## config.mk

```make
export PLATFORM = sky130hd
export DESIGN_NAME = nand_ham_ecc_gen
export DESIGN_NICKNAME = d
export VERILOG_FILES = /design/src/rtl/nham_pkg.sv /design/src/rtl/nham_step_ctrl.sv /design/src/rtl/nham_parity_acc.sv /design/src/rtl/nham_code_fmt.sv /design/src/rtl/nand_ham_ecc_gen.sv
export SDC_FILE = /design/constraint.sdc
export NUM_CORES = 1
export LEC_CHECK = 0
export ABC_CLOCK_PERIOD_IN_PS = 2570
export BUFFER_PORTS_ARGS = -buffer_cell sky130_fd_sc_hd__buf_2
export CAP_MARGIN = 15
export CORE_UTILIZATION = 25
export DETAILED_ROUTE_END_ITERATION = 8
export HOLD_SLACK_MARGIN = 0.15
export PLACE_DENSITY_LB_ADDON = 0.2
export SYNTH_ARGS = -nofsm -noshare
export SYNTH_HDL_FRONTEND = slang
export SYNTH_HIERARCHICAL = 1
export SYNTH_SLANG_ARGS = --single-unit
```

## constraint.sdc

```tcl
create_clock -name clk_i -period 2.57 [get_ports clk_i]
set_clock_uncertainty 0.1 [all_clocks]
set_input_delay 0.1285 -clock clk_i [delete_from_list [all_inputs] [get_ports clk_i]]
set_output_delay 0.1285 -clock clk_i [all_outputs]
set_load 0.01 [all_outputs]
```

## src/rtl/nham_pkg.sv

```systemverilog
package nham_pkg;
  localparam int BYTE_W  = 8;
  localparam int COL_N   = $clog2(BYTE_W);
  localparam int CODE_W  = 3 * BYTE_W;
  typedef logic [BYTE_W-1:0] byte_t;
endpackage

```

## src/rtl/nham_step_ctrl.sv

```systemverilog
module nham_step_ctrl #(
  parameter int ADDR_W = 9
) (
  input  logic              clk_i,
  input  logic              rst_ni,
  input  logic              start_i,
  input  logic              valid_i,
  input  logic              big_i,
  output logic              accept_o,
  output logic [ADDR_W-1:0] addr_o,
  output logic              big_o,
  output logic              done_o
);
  localparam logic [ADDR_W-1:0] LAST_LONG  = '1;
  localparam logic [ADDR_W-1:0] LAST_SHORT = {1'b0, {(ADDR_W-1){1'b1}}};

  logic              active_q, big_q, done_q;
  logic [ADDR_W-1:0] cnt_q;
  logic              at_last;

  assign at_last  = (cnt_q == (big_q ? LAST_LONG : LAST_SHORT));
  assign accept_o = active_q & valid_i & ~start_i;

  always_ff @(posedge clk_i or negedge rst_ni) begin
    if (!rst_ni) begin
      active_q <= 1'b0;
      big_q    <= 1'b0;
      cnt_q    <= '0;
      done_q   <= 1'b0;
    end else begin
      done_q <= accept_o & at_last;
      if (start_i) begin
        active_q <= 1'b1;
        big_q    <= big_i;
        cnt_q    <= '0;
      end else if (accept_o) begin
        cnt_q <= cnt_q + 1'b1;
        if (at_last) active_q <= 1'b0;
      end
    end
  end

  assign addr_o = cnt_q;
  assign big_o  = big_q;
  assign done_o = done_q;
endmodule

```

## src/rtl/nham_parity_acc.sv

```systemverilog
module nham_parity_acc
  import nham_pkg::*;
#(
  parameter int ADDR_W = 9
) (
  input  logic              clk_i,
  input  logic              rst_ni,
  input  logic              clear_i,
  input  logic              acc_i,
  input  logic [ADDR_W-1:0] addr_i,
  input  byte_t             data_i,
  output byte_t             col_o,
  output logic [ADDR_W-1:0] row_even_o
);
  byte_t col_q;
  logic  byte_par;

  assign byte_par = ^data_i;

  always_ff @(posedge clk_i or negedge rst_ni) begin
    if (!rst_ni)      col_q <= '0;
    else if (clear_i) col_q <= '0;
    else if (acc_i)   col_q <= col_q ^ data_i;
  end

  // even member of each row pair: bytes whose address bit k is 0
  for (genvar k = 0; k < ADDR_W; k++) begin : g_row
    logic row_q;
    always_ff @(posedge clk_i or negedge rst_ni) begin
      if (!rst_ni)                     row_q <= 1'b0;
      else if (clear_i)                row_q <= 1'b0;
      else if (acc_i && !addr_i[k])    row_q <= row_q ^ byte_par;
    end
    assign row_even_o[k] = row_q;
  end

  assign col_o = col_q;
endmodule

```

## src/rtl/nham_code_fmt.sv

```systemverilog
module nham_code_fmt
  import nham_pkg::*;
#(
  parameter int ADDR_W = 9
) (
  input  byte_t              col_i,
  input  logic [ADDR_W-1:0]  row_even_i,
  input  logic               big_i,
  input  logic               sm_order_i,
  output logic [CODE_W-1:0]  code_o
);
  localparam int PAIRS = ADDR_W - 1;

  logic                 tot;
  logic [2*PAIRS-1:0]   rows;
  byte_t                cbyte;

  always_comb begin
    tot = ^col_i;
    for (int k = 0; k < PAIRS; k++) begin
      rows[2*k]   = ~row_even_i[k];
      rows[2*k+1] = ~(tot ^ row_even_i[k]);
    end
    cbyte = '0;
    for (int j = 0; j < COL_N; j++) begin
      for (int h = 0; h < 2; h++) begin
        logic cp;
        cp = 1'b0;
        for (int b = 0; b < BYTE_W; b++)
          if (((b >> j) & 1) == h) cp = cp ^ col_i[b];
        cbyte[2 + 2*j + h] = ~cp;
      end
    end
    cbyte[1:0] = big_i ? {~(tot ^ row_even_i[ADDR_W-1]), ~row_even_i[ADDR_W-1]}
                       : 2'b11;
  end

  assign code_o = sm_order_i ? {cbyte, rows[15:8], rows[7:0]}
                             : {cbyte, rows[7:0], rows[15:8]};
endmodule

```

## src/rtl/nand_ham_ecc_gen.sv

```systemverilog
module nand_ham_ecc_gen
  import nham_pkg::*;
#(
  parameter int ADDR_W = 9
) (
  input  logic              clk_i,
  input  logic              rst_ni,
  input  logic              start_i,
  input  logic              valid_i,
  input  logic [7:0]        data_i,
  input  logic              big_step_i,
  input  logic              sm_order_i,
  output logic              done_o,
  output logic [23:0]       code_o
);
  logic              accept;
  logic [ADDR_W-1:0] addr;
  logic              big;
  byte_t             col;
  logic [ADDR_W-1:0] row_even;

  nham_step_ctrl #(.ADDR_W(ADDR_W)) i_ctrl (
    .clk_i    (clk_i),
    .rst_ni   (rst_ni),
    .start_i  (start_i),
    .valid_i  (valid_i),
    .big_i    (big_step_i),
    .accept_o (accept),
    .addr_o   (addr),
    .big_o    (big),
    .done_o   (done_o)
  );

  nham_parity_acc #(.ADDR_W(ADDR_W)) i_acc (
    .clk_i      (clk_i),
    .rst_ni     (rst_ni),
    .clear_i    (start_i),
    .acc_i      (accept),
    .addr_i     (addr),
    .data_i     (data_i),
    .col_o      (col),
    .row_even_o (row_even)
  );

  nham_code_fmt #(.ADDR_W(ADDR_W)) i_fmt (
    .col_i      (col),
    .row_even_i (row_even),
    .big_i      (big),
    .sm_order_i (sm_order_i),
    .code_o     (code_o)
  );
endmodule

```

After elaboration in Yosys (flattened, before gate mapping)
Cells that the tools add are included.
- bits in registers: 29
- add/subtract/negate cells: 1
- eq/ne operators: 1
- multiplexer cells: 28
- bitwise gates (word level): 64
- reduce and logical (&&, ||, !) cells: 32
- operators by type and width (kind ; count):
    $xor 1x1->1 ; 35
    $mux 9 ; 3
    $not 1->1 ; 25
    $reduce_bool 2->1 ; 11
    $mux 1 ; 21
    $mux 16 ; 1
    $mux 8 ; 2
    $reduce_xor 8->1 ; 2
    $add 9x1->9 const B ; 1
    $eq 9x9->1 ; 1
    $logic_and 1x1->1 ; 9
    $logic_not 1->1 ; 9
    $xor 8x8->8 ; 1
    $and 1x1->1 ; 3
    $mux 2 ; 1
    $reduce_and 2->1 ; 1

Logic depth before layout (Yosys ltp)
Gate-level depths: netlist (run 1).
- depth in word-level cells: 5
- gate-level depth with buffers: 6

Modules after synthesis
Netlist (run 1), hierarchy kept.
- modules (own cells, without submodules) (module ; instances ; cells an instance ; area an instance (um2)):
    nham_parity_acc ; 1 ; 96 ; 962.2
    nham_step_ctrl ; 1 ; 57 ; 579.3
    nham_code_fmt ; 1 ; 35 ; 344.1

Worst setup path after synthesis (run 1)
No wires, ideal clock.
- kind: register to register
- start point: reg i_ctrl.active_q
- end point: reg i_acc.g_row[4].row_q
- arrival: 1556 ps
- slack: 787 ps
- cell stages (with the launch flop): 6
- buffers on the path: 1
- period minus slack after synthesis: 1783 ps
- cell sequence: dfrtp_1 -> nand2_1 -> nor2_1 -> clkbuf_1 -> nor3b_1 -> mux2_1
- cells in the longest elaborated chain, start to end: 4
- ends and longest elaborated chain (what ; RTL line ; text):
    from (decl) ; nham_step_ctrl.sv:17 ; logic active_q, big_q, done_q;
    from (signal assigned) ; nham_step_ctrl.sv:26 ; active_q <= 1'b0;
    from (signal assigned) ; nham_step_ctrl.sv:33 ; active_q <= 1'b1;
    from (signal assigned) ; nham_step_ctrl.sv:38 ; if (at_last) active_q <= 1'b0;
    $and 1x1->1 (2 in a row) ; nham_step_ctrl.sv:22 ; assign accept_o = active_q & valid_i & ~start_i;
    named net accept ; nand_ham_ecc_gen.sv:16 ; logic accept;
    $logic_and 1x1->1 ; nham_parity_acc.sv:32 ; else if (acc_i && !addr_i[k]) row_q <= row_q ^ byte_par;
    $reduce_bool 2->1 (no source line) ; - ;
    to (signal assigned) ; nham_parity_acc.sv:32 ;
    to (decl) ; nham_parity_acc.sv:28 ; logic row_q;
The timed path passes the listed nets, and every way through them passes these cells.
A chain may end at the register's enable or synchronous reset.

Final worst setup path (run 1)
- start point: reg i_acc.col_q[5] (netlist: i_acc/col_o[5])
- end point: out code_o[17]
- cells in the longest elaborated chain, start to end: 4
- ends and longest elaborated chain (what ; RTL line ; text):
    from (decl) ; nham_parity_acc.sv:15 ; byte_t col_q;
    from (signal assigned) ; nham_parity_acc.sv:23 ; else if (acc_i) col_q <= col_q ^ data_i;
    $reduce_xor 8->1 ; nham_code_fmt.sv:19 ; tot = ^col_i;
    $xor 1x1->1 ; nham_code_fmt.sv:34 ; cbyte[1:0] = big_i ? {~(tot ^ row_even_i[ADDR_W-1]), ~row_even_i[ADDR_W-1]}
    $not 1->1 ; nham_code_fmt.sv:34 ;
    $mux 2 ; nham_code_fmt.sv:34 ;
    to (decl) ; nand_ham_ecc_gen.sv:14 ; output logic [23:0] code_o
No other way between the ends.

==> flow_summary.yaml, run 1 <==
status:
  status: "finished clean"
final_layout:
  instances_no_fill: 332
  area_delta_synth_final_pct: 23.1
  drive_above_1_share: 0.245
  n_fill_cell: 756
  multi_input_area_mm2: 0.00106
  regArea_um2: 726
  fin_nets: 247
  diodes: 0
  final_util: 0.320
drt:
  drc: 0
  vias: 1389
  drtIter0Drc: 55
  wl_met2_um: 1730
  ant_nets: 0
  top_layer: "met4"
  wl_met3_um: 125
  wl_um: 3840
  dr.pass1.iters: 4
  wl_per_cell_um: 11.6
  viasPerCell: 4.18
  wl_met1_um: 1910
cts:
  cts_resized: 0
  clk_latency_ns: 0.28
  cts.path.max_buffers: 2
  cts_root_buffer: "clkbuf_8"
  cts_made_buffers: 5
  cts-htree-levels: 2
  clock-sinks: 29
  clk_pin_slew_ns: 0.06
  cts_tree: "built"
timing:
  final.min_clock_period_ns: 2.25
  fmax_ghz: 0.444
  rsz0062_at_grt: "no"
  tightest_slew_ns: 0.665
  drv_slew: 0
  slew_headroom: 0.557
  final_hold_viol_count: 0
  setup_tns_ns: 0
  setup_viol: 0
  finalCritPeriodShare: 0.876
pwr:
  comb_power_share: 0.383
  peakVddDrop_v: 0.000152
  p_sw_uw: 482
  sw_frac_of_total: 0.338
  leakagePower_uw: 0.00101
  seq_power_share: 0.366
  p_int_uw: 942
  pwr-share-clk: 0.251
  cellPowerDensity_mw_per_mm2: 613
floorplan:
  start_util: 0.260
  die_h_um: 88.8
  dieArea_mm2: 0.00789
  num_io_pins: 39
  std_cell_rows: 31
  core_mm2: 0.00725
  fp.dieW_um: 88.8
worst_setup_path:
  r2r_cells: 5
  crit_path_start_kind: "flip-flop"
  cp.required_ns: 2.34
  cpMaxStageDelayCell: "xnor2_4"
  r2r_end: "i_acc/g_row[4].row_q$_DFFE_PN0P_"
  critPathMaxFanout: 9
  critPathCaptureType: "primary output"
  r2r-start: "i_ctrl/active_q$_DFFE_PN0P_"
  cp.arrival_ns: 2.02
  r2r_slack_ns: 0.65
  slowest_delay_ns: 0.43
  path_cells: "xnor2_1 -> xnor2_2 -> xnor2_4 -> mux2_4 -> buf_2"
  critical_path_class: "reg -> out"
logic_synthesis:
  synth-seq-cells: 29
  post-synth-top-count-cell: "dfrtp_1"
  yosysWarnings: 6
  synth_edf_count: 0
  syn_nets: 203
  avgSynthCellArea_um2: 10.0
  yosys_most_used_dff: "dfrtp_1"
  synth_sequential_area_ratio: 0.385
  yosys.area.top_type: "dfrtp_1"
  synth_top_area_frac: 0.385
  ys_top_cells_by_count: "dfrtp_1, xnor2_1, nor2_1"
  syn_area_mm2: 0.00189
  synthArstFlopShare: 1.00
  yosys-top-cells-area: "dfrtp_1, xnor2_1, mux2_1"
  synthCells: 188
  synth.distinct_cells: 29
global_routing:
  grt_antenna_before_repair: 0
  grt_pass1_vias: 1366
  grt_pass1_wl_um: 6550
  grt_usage: 0.111
  grt_overflow: 0
  grt_max_degree: 40
hold_path:
  holdPathStages: 3
  min-delay-start: "start_i"
  hold_path_end: "i_ctrl/addr_o[0]$_DFFE_PN0P_"
  hold_class: "in -> reg"
place:
  dp_cells: 313
  hpwlAfterDp_um: 2850
  portBuffers: 38
  gp_congestion: 0.709
run:
  maxCapViolCount: 0
## layer usage
layer  track usage  up-vias
met4        0.0484        0
met3        0.0224        7
met1         0.147      645
met5             0        -
li1              -      706
met2         0.176       31
## layout by cell type, fill, tap and decap left out
| cell | Yosys | routed |
|---|---|---|
| buf_2 | 0 | 38 |
| dfrtp_1 | 29 | 29 |
| xnor2_1 | 28 | 28 |
| nor2_1 | 22 | 22 |
| nand2_1 | 12 | 12 |
| dlygate4sd3_1 | 0 | 11 |
| nor2b_1 | 10 | 10 |
| nor3b_1 | 9 | 9 |
| mux2_1 | 9 | 9 |
| xor2_1 | 9 | 9 |
| mux2i_1 | 8 | 8 |
| a21oi_1 | 6 | 6 |
| clkbuf_8 | 0 | 5 |
| inv_1 | 4 | 4 |
| xnor2_2 | 3 | 3 |
| nand3_1 | 3 | 3 |
| o21ai_0 | 3 | 3 |
| or3_1 | 3 | 3 |
| clkinv_2 | 0 | 2 |
| buf_4 | 9 | 2 |
| nand4_2 | 2 | 2 |
| mux2_2 | 2 | 2 |
| o31ai_1 | 2 | 2 |
| or4_1 | 2 | 2 |
| clkbuf_1 | 5 | 1 |
| nand4_1 | 1 | 1 |
| nor3_2 | 1 | 1 |
| and3_1 | 1 | 1 |
| a31oi_1 | 1 | 1 |
| ha_1 | 1 | 1 |
| xnor2_4 | 1 | 1 |
| nand2b_1 | 1 | 1 |
| mux2_4 | 1 | 1 |
## power groups by stage
stage / Combinational (uW) / Clock [uW] / Sequential, uW
6_report: 545 / 357 / 521
5_1_grt: 614 / 404 / 526
4_1_cts: 558 / 380 / 522
3_5_place_dp: 543 / 0 / 530
3_3_place_gp: 540 / 0 / 528
2_1_floorplan: 397 / 0 / 517
## worst max path at each step
| stage | slack, ns | cells past startpoint | to | from |
|---|---|---|---|---|
| CTS | 0.25 | 5 | code_o[17] | i_acc/col_o[5]$_DFFE_PN0P_ |
| floorplan | 0.79 | 5 | i_acc/g_row[4].row_q$_DFFE_PN0P_ | i_ctrl/active_q$_DFFE_PN0P_ |
| detailed placement | 0.56 | 5 | code_o[17] | i_acc/col_o[5]$_DFFE_PN0P_ |
| global route | 0.18 | 5 | code_o[17] | i_acc/col_o[5]$_DFFE_PN0P_ |
| global placement | 0.59 | 5 | code_o[17] | i_acc/col_o[5]$_DFFE_PN0P_ |
| finish | 0.32 | 5 | code_o[17] | i_acc/col_o[5]$_DFFE_PN0P_ |
## layout make-up
type / instances / share of cell area
multi-input cells: 141 / 0.456
flip-flops and latches: 29 / 0.313
repair buffers: 51 / 0.136
well taps: 99 / 0.0534
clock buffers: 6 / 0.0313
inverters: 4 / 0.00647
clock inverters: 2 / 0.00431
## sequential cells by signal (all words and copies together) (netlist names)
name and flops:
i_ctrl/addr_o 9, i_ctrl/done_o 1, i_ctrl/big_o 1, i_acc/g_row.row_q 9
i_acc/col_o 8, i_ctrl/active_q 1
## per-stage QoR
step / worst slack (ns) / area, um2 / power (uW) / hold slack (ns)
finish: 0.318 / 2320 / 1420 / 0.278
global route: 0.180 / 2320 / 1540 / 0.296
CTS: 0.247 / 2320 / 1460 / 0.275
detailed placement: 0.565 / 2130 / 1070 / 0.113
global placement: 0.586 / 2130 / 1070 / 0.121
floorplan: 0.787 / 1890 / 915 / -0.267
## what timing repair did
item | CTS | global route
endpoints found under the hold margin | 40 | 0
setup buffers | 0 | 0
hold buffers | 11 | 0
## critical path, delay by kind of cell, from the launching register on
| family | cells | cell delay [ns] |
|---|---|---|
| buf+inv | 1 | 0.14 |
| flops | 1 | 0.41 |
| xor+xnor | 3 | 0.86 |
| mux | 1 | 0.34 |
## kinds of logic after synthesis
kind of cell / after synthesis / share of synthesized area
xor+xnor: 41 / 0.212
mux: 20 / 0.116
simple gates: 67 / 0.191
flops: 29 / 0.385
buf+inv: 18 / 0.0537
fa+ha+maj: 1 / 0.00663
compound gates: 12 / 0.0352
(Power assumes the default switching activity.)
==> run 2, diff against run 1 <==
--- a/config.mk
+++ b/config.mk
@@ -14,5 +14,4 @@
 export PLACE_DENSITY_LB_ADDON = 0.2
 export SYNTH_ARGS = -nofsm -noshare
 export SYNTH_HDL_FRONTEND = slang
-export SYNTH_HIERARCHICAL = 1
 export SYNTH_SLANG_ARGS = --single-unit
==> run 2 against run 1 <==
Against the previous run: the flow now finishes with violations (design-rule violations); flip-flop and latch count unchanged; combinational power rose by 32%; routed wire length down 1.3%; sequential power rose by 5.6%; critical endpoint unchanged; largest power group unchanged.
==> flow_summary.yaml, run 2 <==
global_routing:
  grt_pass1_wl_um: 6460
  grt_pass1_vias: 1360
  grt_antenna_before_repair: 0
  grt_max_degree: 30
  grt_usage: 0.115
  grt_overflow: 0
cts:
  cts_resized: 0
  cts-htree-levels: 2
  clk_latency_ns: 0.27
  clk_pin_slew_ns: 0.06
  cts_root_buffer: "clkbuf_8"
  cts_tree: "built"
  cts_made_buffers: 5
  post_cts_buffers: 0
  cts.path.max_buffers: 2
  clock-sinks: 29
  cts.hold.buffers_added: 11
logic_synthesis:
  yosys-top-cells-area: "dfrtp_1, xnor2_1, xor2_1"
  post-synth-top-count-cell: "xnor2_1"
  synth_top_family_by_area: "XOR/XNOR gates"
  synth_edf_count: 0
  synth_mux_area_frac: 0.0540
  synth_compound_area_frac: 0.0844
  syn_nets: 186
  yosys.area.top_type: "dfrtp_1"
  synthAdderAreaFrac: 0.00740
  synth_sequential_area_ratio: 0.429
  yosys_most_used_dff: "dfrtp_1"
  yosysWarnings: 0
  synth_xor_area_frac: 0.243
  synthArstFlopShare: 1.00
  synth-seq-cells: 29
  ys_top_cells_by_count: "xnor2_1, dfrtp_1, nand2_1"
  avgSynthCellArea_um2: 9.89
  synth_top_area_frac: 0.429
  synthCells: 171
  synth.distinct_cells: 23
  synth-simple-area-share: 0.160
  syn_area_mm2: 0.00169
worst_setup_path:
  path_cells: "xnor2_1 -> xnor2_1 -> xnor2_2 -> xnor2_1 -> nand2_1 -> buf_2"
  crit_path_start_kind: "flip-flop"
  critical_path_class: "reg -> out"
  r2r_cells: 4
  cp.arrival_ns: 2.02
  critPathMaxFanout: 9
  crit_top_cell: "xnor2_1"
  cpMaxStageDelayCell: "xnor2_2"
  slowest_delay_ns: 0.57
  cp.required_ns: 2.34
  critPathCaptureType: "primary output"
final_layout:
  diodes: 0
  drive_above_1_share: 0.244
  area_delta_synth_final_pct: 26.4
  fin_nets: 235
  final_common_cell: "buf_2"
  layout_common_cells: "buf_2, xnor2_1, dfrtp_1, nand2_1, nor2_1"
  instances_no_fill: 298
status:
  status: "finished, violations left"
  violations: "design-rule violations"
drt:
  vias: 1374
  dr.pass1.iters: 6
  drtIter0Drc: 67
  viasPerCell: 4.61
  wl_per_cell_um: 12.7
  ant_nets: 0
  wl_um: 3790
  drc: 10
floorplan:
  fp.dieW_um: 84.2
  num_io_pins: 39
  dieArea_mm2: 0.00709
  die_h_um: 84.2
  core_mm2: 0.00642
  std_cell_rows: 29
  start_util: 0.263
timing:
  setup_viol: 0
  fmax_ghz: 0.445
  drv_slew: 0
  finalCritPeriodShare: 0.874
  holdWs_ns: 0.251
  slew_headroom: 0.549
  fin_ws_ns: 0.324
  rsz0062_at_grt: "no"
  final.min_clock_period_ns: 2.25
  setup_tns_ns: 0
  tightest_slew_ns: 0.677
  final_hold_viol_count: 0
pwr:
  cellPowerDensity_mw_per_mm2: 759
  leakagePower_uw: 0.000914
  peakVddDrop_v: 0.000166
  finalPower_uw: 1620
hold_path:
  hold_class: "in -> reg"
  holdPathStages: 2
run:
  maxCapViolCount: 0
place:
  gp_congestion: 0.677
  portBuffers: 38
  hpwlAfterDp_um: 2650
  dp_cells: 279
  dp_slack_ns: 0.570
## run 2: path summary, 6_finish.rpt
kind                                                        from                                to  slack [ns]
worst max-delay path                  i_acc.col_o[1]$_DFFE_PN0P_                        code_o[17]        0.32
worst min-delay path                                     start_i      i_ctrl.addr_o[3]$_DFFE_PN0P_        0.25
worst max register to register       i_ctrl.active_q$_DFFE_PN0P_      i_ctrl.addr_o[7]$_DFFE_PN0P_        0.69
worst min register to register  i_acc.g_row[1].row_q$_DFFE_PN0P_  i_acc.g_row[1].row_q$_DFFE_PN0P_        0.47
max in group asynchronous                                 rst_ni      i_ctrl.addr_o[0]$_DFFE_PN0P_        1.60
min in group asynchronous                                 rst_ni       i_ctrl.active_q$_DFFE_PN0P_        0.33
## run 2: final cells by class
class	count	area, um2
multi-input cells	134	927
repair buffers	50	308
clock buffers	8	80.1
flip-flops and latches	29	726
fillers	682	4290
well taps	77	96.3
## run 2: kinds of logic after synthesis
| group | after synthesis |
|---|---|
| buffers and inverters | 8 |
| XOR/XNOR | 46 |
| flip-flops | 29 |
| AO/OA/AOI/OAI | 24 |
| multiplexers | 9 |
| AND/OR/NAND/NOR | 54 |
| adder cells (fa/ha/maj) | 1 |
## run 2: critical path, delay by kind of cell, from the launching register on
kind / cells / cell delay, ns
DFF: 1 / 0.43
xor gates and xnor gates: 4 / 1.11
buffers and inverters: 1 / 0.14
and+or+nand+nor: 1 / 0.06
## run 2: power breakdown
| group | switching, uW | leakage [uW] | internal, uW |
|---|---|---|---|
| logic | 374 | 0.000489 | 343 |
| registers | 51.1 | 0.000385 | 499 |
| clock network | 162 | 0.0000395 | 192 |
## run 2: through the flow
step                       util  area (um2)
final                     0.333        2140
after detailed placement  0.303        1950
after global placement    0.303        1950
after floorplan               -        1690
after CTS                 0.333        2140
after global routing      0.333        2140
## run 2: layer usage
layer,global-route usage,part of all wire,vias to the layer above
li1,-,-,678
met1,0.155,0.51,665
met2,0.182,0.44,26
met3,0.0246,0.036,5
met4,0.0470,0.014,0
met5,0,0,-
